### src/rtl/dma_rx_pkg.sv
package dma_rx_pkg;

  typedef enum logic [1:0] {
    ST_IDLE  = 2'd0,
    ST_CHECK = 2'd1,
    ST_RUN   = 2'd2
  } dma_state_e;

  // register select codes (word offsets within the channel)
  localparam logic [1:0] SEL_ADDR = 2'd1;
  localparam logic [1:0] SEL_LEN  = 2'd2;
  localparam logic [1:0] SEL_CTRL = 2'd3;

  // control word fields
  localparam int         CTL_START = 0;
  localparam int         CTL_DMA   = 1;
  localparam int         CTL_DIR_L = 2;
  localparam logic [1:0] DIR_READ  = 2'b00;

  localparam int WORD_BYTES = 4;

endpackage

### src/rtl/dma_rx_cfg.sv
module dma_rx_cfg
  import dma_rx_pkg::*;
#(
  parameter int ADDR_W = 32,
  parameter int LEN_W  = 16
) (
  input  logic              clk,
  input  logic              rst_n,
  input  logic              cfg_we,
  input  logic [1:0]        cfg_sel,
  input  logic [31:0]       cfg_wdata,
  input  logic              busy,
  output logic [ADDR_W-1:0] addr_o,
  output logic [LEN_W-1:0]  len_o,
  output logic              launch_o
);

  logic [ADDR_W-1:0] addr_q, addr_d;
  logic [LEN_W-1:0]  len_q, len_d;
  logic              wr_ok;

  assign wr_ok = cfg_we && !busy;

  always_comb begin
    addr_d   = addr_q;
    len_d    = len_q;
    launch_o = 1'b0;
    if (wr_ok) begin
      case (cfg_sel)
        SEL_ADDR: addr_d = cfg_wdata[ADDR_W-1:0];
        SEL_LEN:  len_d  = cfg_wdata[LEN_W-1:0];
        SEL_CTRL: launch_o = cfg_wdata[CTL_START] && cfg_wdata[CTL_DMA] &&
                             (cfg_wdata[CTL_DIR_L+1:CTL_DIR_L] == DIR_READ);
        default: ;
      endcase
    end
  end

  always_ff @(posedge clk or negedge rst_n) begin
    if (!rst_n) begin
      addr_q <= '0;
      len_q  <= '0;
    end else if (wr_ok) begin
      addr_q <= addr_d;
      len_q  <= len_d;
    end
  end

  assign addr_o = addr_q;
  assign len_o  = len_q;

  // configuration stays frozen while a transfer runs
  a_r10_cfg_frozen: assert property (@(posedge clk) disable iff (!rst_n)
    busy |=> (busy -> ($stable(addr_q) && $stable(len_q))));

endmodule

### src/rtl/dma_rx_pack.sv
module dma_rx_pack
  import dma_rx_pkg::*;
(
  input  logic        clk,
  input  logic        rst_n,
  input  logic        clr,
  input  logic        take,
  input  logic [7:0]  byte_i,
  input  logic        ack,
  output logic        valid_o,
  output logic [31:0] word_o
);

  logic [1:0]  lane_q, lane_d;
  logic [31:0] shift_q, shift_d;
  logic        valid_q, valid_d;
  logic        en;

  assign en = clr || take || ack;

  always_comb begin
    lane_d  = lane_q;
    shift_d = shift_q;
    valid_d = valid_q;
    if (clr) begin
      lane_d  = '0;
      valid_d = 1'b0;
    end else begin
      if (take) begin
        shift_d = {shift_q[23:0], byte_i};
        lane_d  = lane_q + 2'd1;
        if (lane_q == 2'd3) valid_d = 1'b1;
      end
      if (ack) valid_d = 1'b0;
    end
  end

  always_ff @(posedge clk or negedge rst_n) begin
    if (!rst_n) begin
      lane_q  <= '0;
      shift_q <= '0;
      valid_q <= 1'b0;
    end else if (en) begin
      lane_q  <= lane_d;
      shift_q <= shift_d;
      valid_q <= valid_d;
    end
  end

  assign valid_o = valid_q;
  assign word_o  = shift_q;

  // a pending word is never overwritten by a new byte
  a_r9_no_overwrite: assert property (@(posedge clk) disable iff (!rst_n)
    take |-> !valid_q);

endmodule

### src/rtl/dma_rx_addr.sv
module dma_rx_addr
  import dma_rx_pkg::*;
#(
  parameter int ADDR_W      = 32,
  parameter int BURST_BYTES = 32
) (
  input  logic              clk,
  input  logic              rst_n,
  input  logic              load,
  input  logic [ADDR_W-1:0] base_i,
  input  logic              adv,
  output logic [ADDR_W-1:0] addr_o,
  output logic              last_o
);

  localparam int ALIGN  = $clog2(BURST_BYTES);
  localparam int BEATS  = BURST_BYTES / WORD_BYTES;
  localparam int BEAT_W = $clog2(BEATS);
  localparam int BLK_W  = ADDR_W - ALIGN;

  logic [BLK_W-1:0]  blk_q, blk_d;
  logic [BEAT_W-1:0] beat_q, beat_d;
  logic              end_of_blk;

  assign end_of_blk = (beat_q == BEAT_W'(BEATS - 1));

  always_comb begin
    blk_d  = blk_q;
    beat_d = beat_q;
    if (load) begin
      blk_d  = base_i[ADDR_W-1:ALIGN];
      beat_d = '0;
    end else if (adv) begin
      if (end_of_blk) begin
        blk_d  = blk_q + BLK_W'(1);
        beat_d = '0;
      end else begin
        beat_d = beat_q + BEAT_W'(1);
      end
    end
  end

  always_ff @(posedge clk or negedge rst_n) begin
    if (!rst_n) begin
      blk_q  <= '0;
      beat_q <= '0;
    end else if (load || adv) begin
      blk_q  <= blk_d;
      beat_q <= beat_d;
    end
  end

  assign addr_o = {blk_q, beat_q, 2'b00};
  assign last_o = end_of_blk;

  // inside a block the address steps by one word
  a_r5_word_step: assert property (@(posedge clk) disable iff (!rst_n)
    (adv && !load && !last_o) |=> (addr_o == $past(addr_o) + ADDR_W'(WORD_BYTES)));

  // after the final beat the next block starts aligned
  a_r5_block_align: assert property (@(posedge clk) disable iff (!rst_n)
    (adv && !load && last_o) |=> (addr_o[ALIGN-1:0] == '0));

endmodule

### src/rtl/dma_rx_engine.sv
module dma_rx_engine
  import dma_rx_pkg::*;
#(
  parameter int ADDR_W      = 32,
  parameter int LEN_W       = 16,
  parameter int BURST_BYTES = 32
) (
  input  logic              clk,
  input  logic              rst_n,
  input  logic              cfg_we,
  input  logic [1:0]        cfg_sel,
  input  logic [31:0]       cfg_wdata,
  output logic              busy,
  output logic              align_err,
  input  logic              rx_valid,
  input  logic [7:0]        rx_data,
  output logic              rx_ready,
  output logic              mem_valid,
  input  logic              mem_ready,
  output logic [ADDR_W-1:0] mem_addr,
  output logic [31:0]       mem_data,
  output logic              mem_last
);

  localparam int ALIGN = $clog2(BURST_BYTES);

  dma_state_e        state_q, state_d;
  logic              busy_q, busy_d;
  logic              err_q, err_d;
  logic [LEN_W-1:0]  left_q, left_d;
  logic [ADDR_W-1:0] cfg_addr;
  logic [LEN_W-1:0]  cfg_len;
  logic              launch;
  logic              take;
  logic              ack;
  logic              word_valid;
  logic              misaligned;

  dma_rx_cfg #(.ADDR_W(ADDR_W), .LEN_W(LEN_W)) i_cfg (
    .clk      (clk),
    .rst_n    (rst_n),
    .cfg_we   (cfg_we),
    .cfg_sel  (cfg_sel),
    .cfg_wdata(cfg_wdata),
    .busy     (busy_q),
    .addr_o   (cfg_addr),
    .len_o    (cfg_len),
    .launch_o (launch)
  );

  dma_rx_pack i_pack (
    .clk    (clk),
    .rst_n  (rst_n),
    .clr    (launch),
    .take   (take),
    .byte_i (rx_data),
    .ack    (ack),
    .valid_o(word_valid),
    .word_o (mem_data)
  );

  dma_rx_addr #(.ADDR_W(ADDR_W), .BURST_BYTES(BURST_BYTES)) i_addr (
    .clk   (clk),
    .rst_n (rst_n),
    .load  (launch),
    .base_i(cfg_addr),
    .adv   (ack),
    .addr_o(mem_addr),
    .last_o(mem_last)
  );

  assign misaligned = (|cfg_addr[ALIGN-1:0]) || (|cfg_len[ALIGN-1:0]);
  assign rx_ready   = (state_q == ST_RUN) && (left_q != '0) && !word_valid;
  assign take       = rx_valid && rx_ready;
  assign mem_valid  = word_valid;
  assign ack        = word_valid && mem_ready;

  always_comb begin
    state_d = state_q;
    busy_d  = busy_q;
    err_d   = err_q;
    left_d  = left_q;
    case (state_q)
      ST_IDLE: begin
        if (launch) begin
          state_d = ST_CHECK;
          busy_d  = 1'b1;
          err_d   = 1'b0;
        end
      end
      ST_CHECK: begin
        if (misaligned) begin
          err_d   = 1'b1;
          busy_d  = 1'b0;
          state_d = ST_IDLE;
        end else if (cfg_len == '0) begin
          busy_d  = 1'b0;
          state_d = ST_IDLE;
        end else begin
          left_d  = cfg_len;
          state_d = ST_RUN;
        end
      end
      ST_RUN: begin
        if (take) left_d = left_q - LEN_W'(1);
        if (ack && (left_q == '0)) begin
          busy_d  = 1'b0;
          state_d = ST_IDLE;
        end
      end
      default: begin
        state_d = ST_IDLE;
        busy_d  = 1'b0;
      end
    endcase
  end

  always_ff @(posedge clk or negedge rst_n) begin
    if (!rst_n) begin
      state_q <= ST_IDLE;
      busy_q  <= 1'b0;
      err_q   <= 1'b0;
      left_q  <= '0;
    end else begin
      state_q <= state_d;
      busy_q  <= busy_d;
      err_q   <= err_d;
      left_q  <= left_d;
    end
  end

  assign busy      = busy_q;
  assign align_err = err_q;

  // a stalled write holds address and data
  a_r9_hold_stall: assert property (@(posedge clk) disable iff (!rst_n)
    (mem_valid && !mem_ready) |=> (mem_valid && $stable(mem_data) && $stable(mem_addr)));

  // busy falls only after the check step or a memory acceptance
  a_r6_busy_fall: assert property (@(posedge clk) disable iff (!rst_n)
    $fell(busy) |-> ($past(state_q == ST_CHECK) || $past(mem_valid && mem_ready)));

  // an alignment error leaves the engine idle and silent
  a_r7_err_idle: assert property (@(posedge clk) disable iff (!rst_n)
    align_err |-> (!busy && !mem_valid && !rx_ready));

  // a fresh transfer starts with nothing pending
  a_r2_clean_start: assert property (@(posedge clk) disable iff (!rst_n)
    $rose(busy) |-> (!mem_valid && !rx_ready));

  // memory writes happen only inside a transfer
  a_r3_write_in_xfer: assert property (@(posedge clk) disable iff (!rst_n)
    mem_valid |-> busy);

endmodule

### config.mk
export PLATFORM = sky130hd
export DESIGN_NAME = dma_rx_engine
export DESIGN_NICKNAME = d
export VERILOG_FILES = /design/src/rtl/dma_rx_pkg.sv /design/src/rtl/dma_rx_cfg.sv /design/src/rtl/dma_rx_pack.sv /design/src/rtl/dma_rx_addr.sv /design/src/rtl/dma_rx_engine.sv
export SDC_FILE = /design/constraint.sdc
export NUM_CORES = 1
export LEC_CHECK = 0
export ABC_AREA = 1
export BUFFER_PORTS_ARGS = -buffer_cell sky130_fd_sc_hd__buf_2
export CAP_MARGIN = 20
export CORE_MARGIN = 8
export CORE_UTILIZATION = 39
export DETAILED_ROUTE_END_ITERATION = 12
export GPL_ROUTABILITY_DRIVEN = 0
export HOLD_SLACK_MARGIN = 0.06
export SYNTH_ARGS = -nofsm -noshare
export SYNTH_HDL_FRONTEND = slang
export SYNTH_SLANG_ARGS = --single-unit
### constraint.sdc
create_clock -name clk -period 1.8 [get_ports clk]
set_input_delay 0.27 -clock clk [delete_from_list [all_inputs] [get_ports clk]]
set_output_delay 0.27 -clock clk [all_outputs]
set_load 0.05 [all_outputs]
# == After elaboration in Yosys (flattened, before gate mapping) ==
# Cells that the tools add are included.
# classes
mul,0
reduce_logical,39
div_mod_pow,0
addsub,4
bitwise_logic,1
shifts,0
eq_ne,14
mux,31
order_cmp,0
# ops
operator,n
27-bit 2-to-1 mux,3
16-bit 2-to-1 mux,3
16-bit logical NOT,2
16-bit case mux with 2 select lines,1
"27-bit by 1-bit adder with 27-bit output, second input constant",1
16-bit nonzero test,1
"16-bit by 1-bit subtractor with 16-bit output, second input constant",1
3-bit AND reduction,5
1-bit 2-to-1 mux,12
2-bit 2-to-1 mux,6
2-bit AND reduction,5
2-bit nonzero test,5
5-bit OR reduction,2
3-bit 2-to-1 mux,3
"2-bit equality test, second input constant",4
1-bit logical AND,8
"2-bit by 1-bit inequality test with 1-bit output, second input constant",3
"2-bit inequality test, second input constant",3
2-bit case mux with 3 select lines,1
3-bit nonzero test,2
"2-bit by 1-bit equality test with 1-bit output, second input constant",2
2-bit logical NOT,2
1-bit logical OR,4
4-bit AND reduction,1
other kinds (8),9
# totals
mem_bits_rw,0
register_bits,133
romBits,0
wordCells,100
in_bits,47
output_inout_bits,69
latchBits,0
n_memories,0

# == Longest topological paths before layout ==
# Gate-level depths: netlist of the first run.
# logic_depth
ltp_word,7
depth_mapped,11
mapped_depth_nobuf,10

# == Modules after synthesis ==
# From an unflattened synthesis of the first run, not the netlist that was laid out.
# unflattened
hier_cells,968
hier_area_um2,7151.9
# by_module_without_submodules
mod,n_inst,area_each_um2,seq_area_each_um2,cells_each
dma_rx_addr,1,2197.1,750.7,350
dma_rx_cfg,1,1984.4,1201.2,217
dma_rx_engine,1,1526.5,500.5,244
dma_rx_pack,1,1443.9,875.8,157

# == Worst setup path before layout of the first run ==
# Ideal clock, no wire load.
# synth_timing
path_kind,register to register
start,register i_addr.beat_q[0]
end,register i_addr.blk_q[0]
t_arrival_ns,2.059
slack_ns,-0.379
stages_incl_launch_ff,9
path_buffers,1
synth_period_minus_slack_ns,2.179
t_required_ns,1.680
setup_ns,0.120
cell_sequence,dfrtp_1 > ha_1 > ha_1 > nand2_2 > nand2_4 > buf_4 > o211ai_1 > o21ai_0 > inv_1
# synth_via
elab_chain_len,3
# synth_lines
element,line_no,source
start: declaration,dma_rx_addr.sv:22,"logic [BEAT_W-1:0] beat_q, beat_d;"
start signal: assignment,dma_rx_addr.sv:49,beat_q <= beat_d;
3-bit equality test,dma_rx_addr.sv:25,assign end_of_blk = (beat_q == BEAT_W'(BEATS - 1));
net mem_last,dma_rx_engine.sv:22,output logic mem_last
2-bit nonzero test (no line),-,
3-bit AND reduction (no line),-,
end signal: assignment,dma_rx_addr.sv:48,blk_q <= blk_d;
end: declaration,dma_rx_addr.sv:21,"logic [BLK_W-1:0] blk_q, blk_d;"
# The timed path passes the listed nets, and every way through them passes these cells.
# A chain may end at the register's enable or synchronous reset.

# == Worst setup path in the final report of the first run ==
# layout_timing
start,register left_q[1]
end,output port rx_ready
# layout_via
elab_chain_len,3
# layout_lines
element,line_no,source
start: declaration,dma_rx_engine.sv:30,"logic [LEN_W-1:0] left_q, left_d;"
start signal: assignment,dma_rx_engine.sv:128,left_q <= left_d;
16-bit nonzero test,dma_rx_engine.sv:73,assign rx_ready = (state_q == ST_RUN) && (left_q != '0) && !word_valid;
1-bit logical AND (2 in a row),dma_rx_engine.sv:73,
end: declaration,dma_rx_engine.sv:17,"output logic rx_ready,"
# Every way passes these cells.

==> results of run 1 <==
cell families after synthesis:
group                    count (synthesis)  share of synthesized area
AO/OA/AOI/OAI                           99                     0.0798
other                                    1                   0.000542
multiplexers                            16                     0.0261
adder cells (fa/ha/maj)                  6                     0.0109
buffers and inverters                  114                     0.0737
XOR/XNOR                                 2                    0.00253
AND/OR/NAND/NOR                        526                      0.325
flip-flops                             133                      0.481
critical path, cell delays in order, from the launching register on:
cell,delay [ns]
dfrtp_1,0.40
inv_2,0.09
ha_4,0.13
nand2_2,0.06
nor2_4,0.12
nand2_4,0.06
nand3_2,0.06
inv_2,0.05
buf_8,0.14
power by group through the flow:
| stage | clock network, uW | logic [uW] | registers (uW) |
|---|---|---|---|
| 4_1_cts | 3740 | 5230 | 4450 |
| 3_3_place_gp | 0 | 4750 | 4500 |
| 3_5_place_dp | 0 | 4800 | 4520 |
| 5_1_grt | 3860 | 5880 | 4580 |
| 6_report | 3660 | 5330 | 4450 |
| 2_1_floorplan | 0 | 2130 | 5880 |
registers in the layout (all words and copies together), names as in the netlist, 2 cells and up:
name           flops
i_pack.lane_q      2
i_addr.blk_q      27
state_q            2
i_pack.word_o     32
left_q            16
i_cfg.len_o       16
i_cfg.addr_o      32
i_addr.beat_q      3
area by class of cell:
type,instances,share of cell area
Multi-Input combinational cell,652,0.356
Timing Repair Buffer,183,0.134
Clock inverter,15,0.0218
Tap cell,225,0.0316
Clock buffer,17,0.0477
Sequential cell,133,0.374
Inverter,82,0.0345
worst paths after layout:
| check | startpoint | end | slack (ns) | depth (start not counted) |
|---|---|---|---|---|
| worst max-delay path | left_q[1]$_DFFE_PN0P_ | rx_ready | -0.004 | 8 |
| worst min-delay path | cfg_wdata[27] | i_cfg.addr_o[27]$_DFFE_PN0P_ | 0.07 | 2 |
| worst max register to register | left_q[6]$_DFFE_PN0P_ | left_q[10]$_DFFE_PN0P_ | 0.07 | 14 |
| worst min register to register | i_pack.word_o[28]$_DFFE_PN0P_ | i_pack.word_o[28]$_DFFE_PN0P_ | 0.47 | 2 |
| max in group asynchronous | rst_n | i_addr.blk_q[7]$_DFFE_PN0P_ | 0.86 | 3 |
| min in group asynchronous | rst_n | i_cfg.addr_o[7]$_DFFE_PN0P_ | 0.35 | 2 |
cells in the final DEF, fill, tap and decap left out, drive strengths merged, types with 3 or more instances in the layout:
master       instances
inv                 86
buf                168
a21oi               10
o21ai               71
mux2                16
o211ai               6
clkbuf              17
nor2               101
nor3                11
nand4                5
nand3               64
nand3b              12
dlygate4sd3         15
clkinv               8
nand2              325
ha                   6
or2                  8
bufinv               3
dfrtp              133
timing repair:
| item | in CTS | in global routing |
|---|---|---|
| hold buffers | 15 | 0 |
| hold endpoints to repair | 52 | 0 |
| buffers inserted | 18 | 3 |
| endpoints found under the setup margin | 1 | 50 |
| gates resized for setup | 16 | 8 |
| pin swaps | 6 | 10 |
| cloned | 0 | 1 |
layer usage:
layer  vias to the layer above  track usage
met5                         -            0
met4                         0       0.0757
met3                        28       0.0449
met2                       187        0.303
met1                      2996        0.223
li1                       3203            -
per-stage QoR:
stage          area [sq um]   TNS, ns
6_report               8910  -0.00423
3_3_place_gp           7900         0
3_5_place_dp           7900         0
4_1_cts                8850         0
5_1_grt                8910    -0.227
2_1_floorplan          6940         0
==> results.md, run 1 <==
- Sw power: roughly 5800 uW
- Hold WC Path Type: in -> reg
- Final cell count without fillers: ~1,300
- Filler Cell Count: about 1,700
- Final worst slack: -0.00423 ns
- Worst-Margin Slew: 0.511 ns
- Failing checks: setup timing
- Synth top area cells: dfrtp_1 48%, nand2_1 17%, nor2_1 4.9%
- CTS root buffer: clkbuf_16
- Worst-path clk slew: roughly 0.06 ns
- CTS Buffer Depth: 2
- Avg WL per Cell: between 10 and 15 microns
- Setup-violating endpoint count in the final report: 1
- Area leader, netlist: dfrtp_1
- Grt ovf: 0
- Kind of critical path: reg -> out
- N_diodes: 0
- #FFs+latches synth: 133
- Detailed Route Iter0 Violations: 425
- Synth top area share: 0.481
- Die Wd: between 100 and 150 microns
- Sw frac: 0.428
- Vias per cell: 4.91
- First-pass GRT wire length: 32.4 mm
- Io pins: 116
- Initial antenna violation count: 0
- Clock Power Share: 0.272
- Asr flop ratio synth: 1.00
- Chip height: 149 microns
- Top cells by count, synth: 320 x nand2_1, 133 x dfrtp_1, 91 x nor2_1
- DP Worst Slack: 0.0832 ns
- RSZ-0062 raised after global routing: true
- Critical Path Start Type: flip-flop
- Ys Warns: 0
- DIE AREA: 0.0222 sq mm
- Min Tclk post-route: 1.80 ns
- CTS H-tree lvls: 4
- Top Metal Used: met4
- Primary FF master, synth: dfrtp_1
- Overall Power: 13,400 uW
- Remaining DRCs: 0
- Global Route Usage Sum: 0.183
- First-pass DRT Iterations: 5
- Netlist Area Pre-Place: 0.00691 sq mm
- Final core occ: 0.515
- Worst clock skew: 0.0107 ns
- Number of max-cap violations: 0
- Fin nets: roughly 1,100
- CP required: 1.53 ns
- Clk_lat worst skew: 0.43 ns
- Status: finished with violations
- Sequential share of the synthesized area: 0.481
- Power Internal: 7690 uW
- Largest net degree at the start of global routing: 49
- DR WL met2: 9.60 mm
- CTS sink cnt: about 130
- # rows: between 40 and 50
- Cells after Synth: 897
- Layout cell share with drive strength beyond 1: 0.249
- Peak Freq: roughly 550 MHz
- Vias in the first global route: roughly 6,500
- Lkg Pwr: 0.00467 uW
- Multi-input gate area: 0.00318 sq mm
- Final worst-path cycle share: 1.00
- Max-slew violations: 0
- Final Hold Fails: 0
- Sequential Power Share: 0.331
- Cell area power density: ~1500 mW/mm^2
- FF+latch area: roughly 0.0033 sq mm
- Count leader, synth: nand2_1
- Post-Synthesis Mean Instance Area: 7.71 sq um
- Placed insts: 1,238
- DRT met1 WL: about 8.4 mm
- Core area: 0.0173 sq mm
- ANT nets after route: 0
- Port Buffers: 113
- Hold slack final: 0.0734 ns
- Hpwl dp: ~14 mm
- Critical path endpoint category: output port
- WP data arrival: 1.53 ns
- Wire length on met3: 1.07 mm
- Combinational power share: 0.396
- Worst slew margin: 0.658
- Wirelength, routed: 19.5 mm
- Number of synthesized flops with an enable pin: 0
- Worst-path maximum fanout: 2
- CTS tree: yes
- Via count: 6,414
- Peak supply drop: 961 uV
- Total CTS buffers: 17
- Initial Utilization: 0.400
- Layout area overhead: 28.9%
- Netlist cell types: 44
No activity file was read; power rests on OpenSTA's default activity.
==> run 2: changes to the inputs <==
==> constraint.sdc (replaced) <==
create_clock -name clk -period 1.77 [get_ports clk]
set_input_delay 0.2655 -clock clk [delete_from_list [all_inputs] [get_ports clk]]
set_output_delay 0.2655 -clock clk [all_outputs]
set_load 0.05 [all_outputs]
==> run 2 against run 1 <==
  * The flow still finishes with violations (setup timing)
  * Worst setup slack worse by 0.0062 ns
  * Critical path depth down 1
  * Sequential share of layout area up 0.15 points
  * Via count down 1.0%
  * Cell count down 0.31%
  * Design area down 0.39%
  * Clock skew down 0.0028 ns
==> results.md, run 2 (synthesis results as in run 1) <==
- Avg WL per Cell: 14.7 microns (-1.6%)
- Critical-path cell list: nor2_2, nand2_2, nor2_4, nand2_4, nand3_2, inv_2, buf_8
- Worst clock skew: 0.00794 ns (-0.00276 ns)
- # rows: 48 (unchanged)
- Hold WC Path Type: in -> reg
- Lkg Pwr: 0.00464 uW (-0.59%)
- Final Hold Fails: 0 (unchanged)
- Chip height: 149 microns (unchanged)
- Most frequent cells in the layout: 316 x nand2_1, 128 x dfrtp_1, 111 x buf_2, 84 x nor2_1, 77 x inv_1
- R2r setup slk: 0.09 ns (+0.02 ns)
- Final worst-path cycle share: 1.01
- Global Route Usage Sum: 0.177 (-0.00517)
- Cell area power density: 1510 mW/mm^2 (-0.10%)
- CTS sink cnt: 133 (unchanged)
- Hold slack final: 0.0752 ns (+0.00186 ns)
- Vias per cell: 4.87 (-0.69%)
- Remaining DRCs: 0 (unchanged)
- CP required: 1.50 ns (-0.03 ns)
- ANT nets after route: 0 (unchanged)
- Worst-path maximum fanout: 4 (+2)
- DP Worst Slack: 0.0582 ns (-0.0250 ns)
- Total CTS buffers: 17 (unchanged)
- Die Wd: 149 microns (unchanged)
- Wirelength, routed: 19.1 mm (-1.9%)
- Hpwl dp: 13.6 mm (-3.3%)
- Hold Path End: i_cfg.addr_o[22]$_DFFE_PN0P_
- N_diodes: 0 (unchanged)
- Io pins: 116 (unchanged)
- Max-slew violations: 0 (unchanged)
- Setup-violating endpoint count in the final report: 1 (unchanged)
- Number of max-cap violations: 0 (unchanged)
- RSZ-0062 raised after global routing: true
- Port Buffers: 113 (unchanged)
- Failing checks: setup timing
- Layout cell share with drive strength beyond 1: 0.246 (-0.00279)
- Worst Path Buf+Inv: 2 (-1)
- Filler Cell Count: 1,673 (-0.48%)
- Critical Path Start Type: flip-flop
- First-pass GRT wire length: 31.7 mm (-2.2%)
- CTS H-tree lvls: 4 (unchanged)
- CTS root buffer: clkbuf_16
- CTS Buffer Depth: 2 (unchanged)
- CTS tree: yes
- Area post-placement: 0.00788 sq mm (-0.25%)
- WP data arrival: 1.51 ns (-0.02 ns)
- Detailed Route Iter0 Violations: 371 (-13%)
- Overall Power: 13,400 uW (-0.49%)
- Reg2Reg Launch Point: state_q[1]$_DFFE_PN0P_
- Max stage delay on crit path: 0.41 ns (about the same)
- Grt ovf: 0 (unchanged)
- Worst Hold Depth: 2 (unchanged)
- Initial Utilization: 0.400 (unchanged)
- Core area: 0.0173 sq mm (unchanged)
- Final core occ: 0.513 (-0.00202)
- DIE AREA: 0.0222 sq mm (unchanged)
- Via count: 6,350 (-1.0%)
- Min Tclk post-route: 1.78 ns
- R2r worst-path depth: 7 (-7)
- Clk_lat worst skew: 0.43 ns (about the same)
- Largest net degree at the start of global routing: 48 (-2.0%)
- Status: finished with violations
- Worst Hold Launch: cfg_wdata[22]
- Peak Freq: 562 MHz
- Layout area overhead: 28.4%
- First-pass DRT Iterations: 6 (+1)
- Worst-path clk slew: 0.06 ns (about the same)
- Crit path from: left_q[11]$_DFFE_PN0P_
- Final Instance Area: 0.00888 sq mm (-0.39%)
- Critical path endpoint category: output port
- Vias in the first global route: 6,304 (-2.3%)
- Slowest CP cell: dfrtp_1
- Fin nets: 1,118 (-0.36%)
- Initial antenna violation count: 0 (unchanged)
- Kind of critical path: reg -> out
- CP top delay family: simple AND/OR/NAND/NOR gates
- Worst R2R End: left_q[1]$_DFFE_PN0P_
- Commonest non-fill, non-tap cell in the layout: nand2_1
- Peak supply drop: 981 uV (+2.0%)
- Final worst slack: -0.0105 ns (-0.00624 ns)
run 2: area by class of cell:
cell class / count / area (sq um) / area share
flip-flops and latches: 133 / 3330 / 0.376
well taps: 225 / 282 / 0.0317
repair buffers: 179 / 1200 / 0.135
multi-input cells: 652 / 3170 / 0.357
clock buffers: 17 / 425 / 0.0479
inverters: 82 / 308 / 0.0347
clock inverters: 15 / 159 / 0.0179
run 2: metal layers:
layer / global-route usage / share of wire / vias to the layer above
met4: 0.0596 / 0.018 / 0
li1: - / - / 3191
met2: 0.293 / 0.49 / 142
met1: 0.223 / 0.45 / 2985
met3: 0.0434 / 0.049 / 32
met5: 0 / 0 / -
run 2: worst reg2reg max path, cell delays in order, from the launching register on:
cell and delay [ns]:
dfrtp_1 0.39, inv_1 0.09, nor2_4 0.20, buf_4 0.17, clkinv_1 0.26, o21ai_0 0.32, nand2_1 0.10, o21ai_2 0.07
run 2: what timing repair did:
| action | 4_1_cts | 5_1_grt |
|---|---|---|
| endpoints found under the hold margin | 48 | 1 |
| buffers inserted | 15 | 8 |
| pin swaps | 7 | 7 |
| resized for setup | 13 | 10 |
| gates cloned | 0 | 1 |
| hold buffers | 14 | 1 |
| endpoints found under the setup margin | 1 | 56 |
run 2: how the worst max path moves through the flow:
stage	to	slack (ns)	cells past startpoint
after floorplan	i_addr.blk_q[21]$_DFFE_PN0P_	0.04	9
after global placement	left_q[2]$_DFFE_PN0P_	0.10	9
after detailed placement	left_q[1]$_DFFE_PN0P_	0.06	9
after CTS	rx_ready	-0.03	7
after global routing	rx_ready	-0.09	7
final	rx_ready	-0.01	7
run 2: where the power goes:
group          switching [uW]  internal (uW)  total (uW)
Combinational            3660           1650        5310
Sequential                668           3860        4520
Clock                    1540           2000        3540
Total                    5870           7510       13400
run 2: per-stage QoR:
step	setup TNS (ns)	std cells
2_1_floorplan	0	898
3_3_place_gp	0	1232
3_5_place_dp	0	1232
4_1_cts	-0.0316	1293
5_1_grt	-0.168	1303
6_report	-0.0105	1303
==> run 3: changes to the inputs <==
--- a/config.mk
+++ b/config.mk
@@ -6,11 +6,11 @@
 export NUM_CORES = 1
 export LEC_CHECK = 0
 export ABC_AREA = 1
-export BUFFER_PORTS_ARGS = -buffer_cell sky130_fd_sc_hd__buf_2
 export CAP_MARGIN = 20
 export CORE_MARGIN = 8
 export CORE_UTILIZATION = 39
 export DETAILED_ROUTE_END_ITERATION = 12
+export DONT_BUFFER_PORTS = 1
 export GPL_ROUTABILITY_DRIVEN = 0
 export HOLD_SLACK_MARGIN = 0.06
 export SYNTH_ARGS = -nofsm -noshare
==> run 3 against run 2 <==
  * The run ends with hold timing, setup timing left
  * Power about the same
  * Register-to-register slack worse by 0.06 ns
  * Clock skew up 0.0021 ns
  * Largest cell class unchanged
  * Maximum frequency increased by 0.19%
  * Global-route usage shrank 0.19 points
  * Clock power is 3% higher
  * Highest routed layer unchanged
==> results.md, run 3 (synthesis results as in run 1) <==
- Status: finished with violations
- Failing checks: hold timing, setup timing
- DP Worst Slack: 0.00862 ns (-0.0495 ns)
- Detailed Route Iter0 Violations: 369 (-0.54%)
- Chip height: 149 microns (unchanged)
- Fin nets: 1,061 (-5.1%)
- Final worst slack: -0.00701 ns (+0.00346 ns)
- Worst slew margin: 0.631
- Clk_lat worst skew: 0.42 ns (about the same)
- Kind of critical path: reg -> out
- Initial Utilization: 0.400 (unchanged)
- Wirelength, routed: 19.1 mm (-0.22%)
- Most frequent cells in the layout: 317 x nand2_1, 126 x dfrtp_1, 84 x nor2_1, 76 x inv_1, 75 x buf_4
- Peak supply drop: 1100 uV (+12%)
- Min Tclk post-route: 1.78 ns (-0.00346 ns)
- Grt ovf: 0 (unchanged)
- Via count: 6,127 (-3.5%)
- Largest net degree at the start of global routing: 134 (+180%)
- Critical-path cell list: inv_2, ha_4, nand2_4, nor2_4, nand2_4, nand3_2, inv_2, buf_8
- ANT nets after route: 0 (unchanged)
- CTS sink cnt: 133 (unchanged)
- First-pass GRT wire length: 31.2 mm (-1.7%)
- Max stage delay on crit path: 0.38 ns (-0.03 ns)
- Vias per cell: 4.92 (+0.90%)
- WP data arrival: 1.51 ns (about the same)
- Cell area power density: 1520 mW/mm^2 (+0.66%)
- Avg WL per Cell: 15.3 microns (+4.3%)
- Hpwl dp: 13.5 mm (-0.82%)
- Worst-path clk slew: 0.06 ns (about the same)
- DIE AREA: 0.0222 sq mm (unchanged)
- Hold WC Path Type: in -> async
- CTS Buffer Depth: 2 (unchanged)
- FF+latch area: 0.00334 sq mm (about the same)
- First-pass DRT Iterations: 5 (-1)
- Core area: 0.0173 sq mm (unchanged)
- Critical path endpoint category: output port
- Filler Cell Count: 1,632 (-2.5%)
- Layout cell share with drive strength beyond 1: 0.182 (-0.0637)
- Setup-violating endpoint count in the final report: 1 (unchanged)
- Vias in the first global route: 5,926 (-6.0%)
- CP top delay family: flip-flops
- Final Hold Fails: 133 (+133)
- Number of max-cap violations: 0 (unchanged)
- Die Wd: 149 microns (unchanged)
- Total CTS buffers: 17 (unchanged)
- CTS root buffer: clkbuf_16
- Overall Power: 13,400 uW (about the same)
- CP required: 1.50 ns (about the same)
- # rows: 48 (unchanged)
- Io pins: 116 (unchanged)
- R2r setup slk: 0.03 ns (-0.06 ns)
- Layout area overhead: 27.7%
- Final worst-path cycle share: 1.00 (-0.00195)
- CTS tree: yes
- Worst Path Buf+Inv: 3 (+1)
- Hold slack final: -0.465 ns (-0.540 ns)
- Hold_buf cts: 37 (+23)
- Slowest CP cell: dfrtp_1
- Initial antenna violation count: 0 (unchanged)
- Global Route Usage Sum: 0.175 (-0.00193)
- Lkg Pwr: 0.00445 uW (-4.2%)
- CTS H-tree lvls: 4 (unchanged)
- Worst-path maximum fanout: 2 (-2)
- Worst clock skew: 0.0100 ns (+0.00208 ns)
- RSZ-0062 raised after global routing: true
- Peak Freq: 563 MHz (+0.19%)
- Max-slew violations: 0 (unchanged)
- Multi-input gate area: 0.00316 sq mm (-0.43%)
- N_diodes: 0 (unchanged)
- Port Buffers: 0 (-100%)
- Remaining DRCs: 0 (unchanged)
- Critical Path Start Type: flip-flop
- Commonest non-fill, non-tap cell in the layout: nand2_1
- Worst-Margin Slew: 0.554 ns
## run 3: cell types whose count changed in the layout (fill, tap and decap cells not counted), moves of 4 or more
cell and delta:
buf_2 -111, buf_4 +31, clkinv_4 +5, dlygate4sd3_1 +22, inv_6 -4, inv_8 -4
## run 3: area by class of cell
cell class,count,area share
Clock buffer,18,0.0486
Sequential cell,133,0.378
Tap cell,225,0.0319
Clock inverter,14,0.0201
Multi-Input combinational cell,651,0.357
Inverter,82,0.0349
Timing Repair Buffer,123,0.129
## run 3: timing repair
item / CTS / global route
resized for setup: 18 / 7
endpoints found under the hold margin: 181 / 133
cloned: 0 / 0
buffers inserted: 24 / 3
pin swaps: 7 / 2
setup endpoints to repair: 1 / 4
## run 3: power by group
part	internal [uW]	leakage, uW	switching [uW]
Sequential	3840	0.00164	1850
Clock	2230	0.000295	1400
Combinational	1680	0.00251	2390
## run 3: final timing paths
kind,startpoint,cells past startpoint,to
worst max-delay path,left_q[0]$_DFFE_PN0P_,8,rx_ready
worst min-delay path,rst_n,0,i_cfg.addr_o[8]$_DFFE_PN0P_
worst max register to register,left_q[6]$_DFFE_PN0P_,14,left_q[14]$_DFFE_PN0P_
worst min register to register,i_cfg.addr_o[15]$_DFFE_PN0P_,2,i_cfg.addr_o[15]$_DFFE_PN0P_
max in group asynchronous,rst_n,0,i_addr.blk_q[17]$_DFFE_PN0P_
min in group clk,rx_valid,2,i_pack.valid_o$_DFFE_PN0P_
## run 3: worst reg2reg max path, cell delays in order (launching register included)
cell and delay [ns]:
dfrtp_1 0.39, nor2_2 0.14, buf_4 0.12, buf_4 0.09
buf_4 0.09, buf_4 0.10, buf_4 0.09, buf_4 0.09
nand2_1 0.06, nor2_1 0.15, nand2_1 0.07, nand2_1 0.06
nand3_1 0.06, nand3_1 0.08, nand2_1 0.05
## run 3: through the flow
stage          hold slack [ns]   util  cell area, sq um  cells  TNS (ns)
2_1_floorplan          -0.0301      -              6940    898         0
3_3_place_gp           -0.0222  0.438              7570   1150         0
3_5_place_dp           -0.0221  0.438              7570   1150         0
4_1_cts                 -0.474  0.508              8790   1243   -0.0179
5_1_grt                 -0.489  0.510              8830   1246    -0.272
6_report                -0.465  0.510              8830   1246  -0.00701
## run 3: routing by layer
layer,track usage,wire [microns]
met4,0.0535,343
met1,0.217,8210
met5,0,0
met2,0.288,9150
met3,0.0543,1390
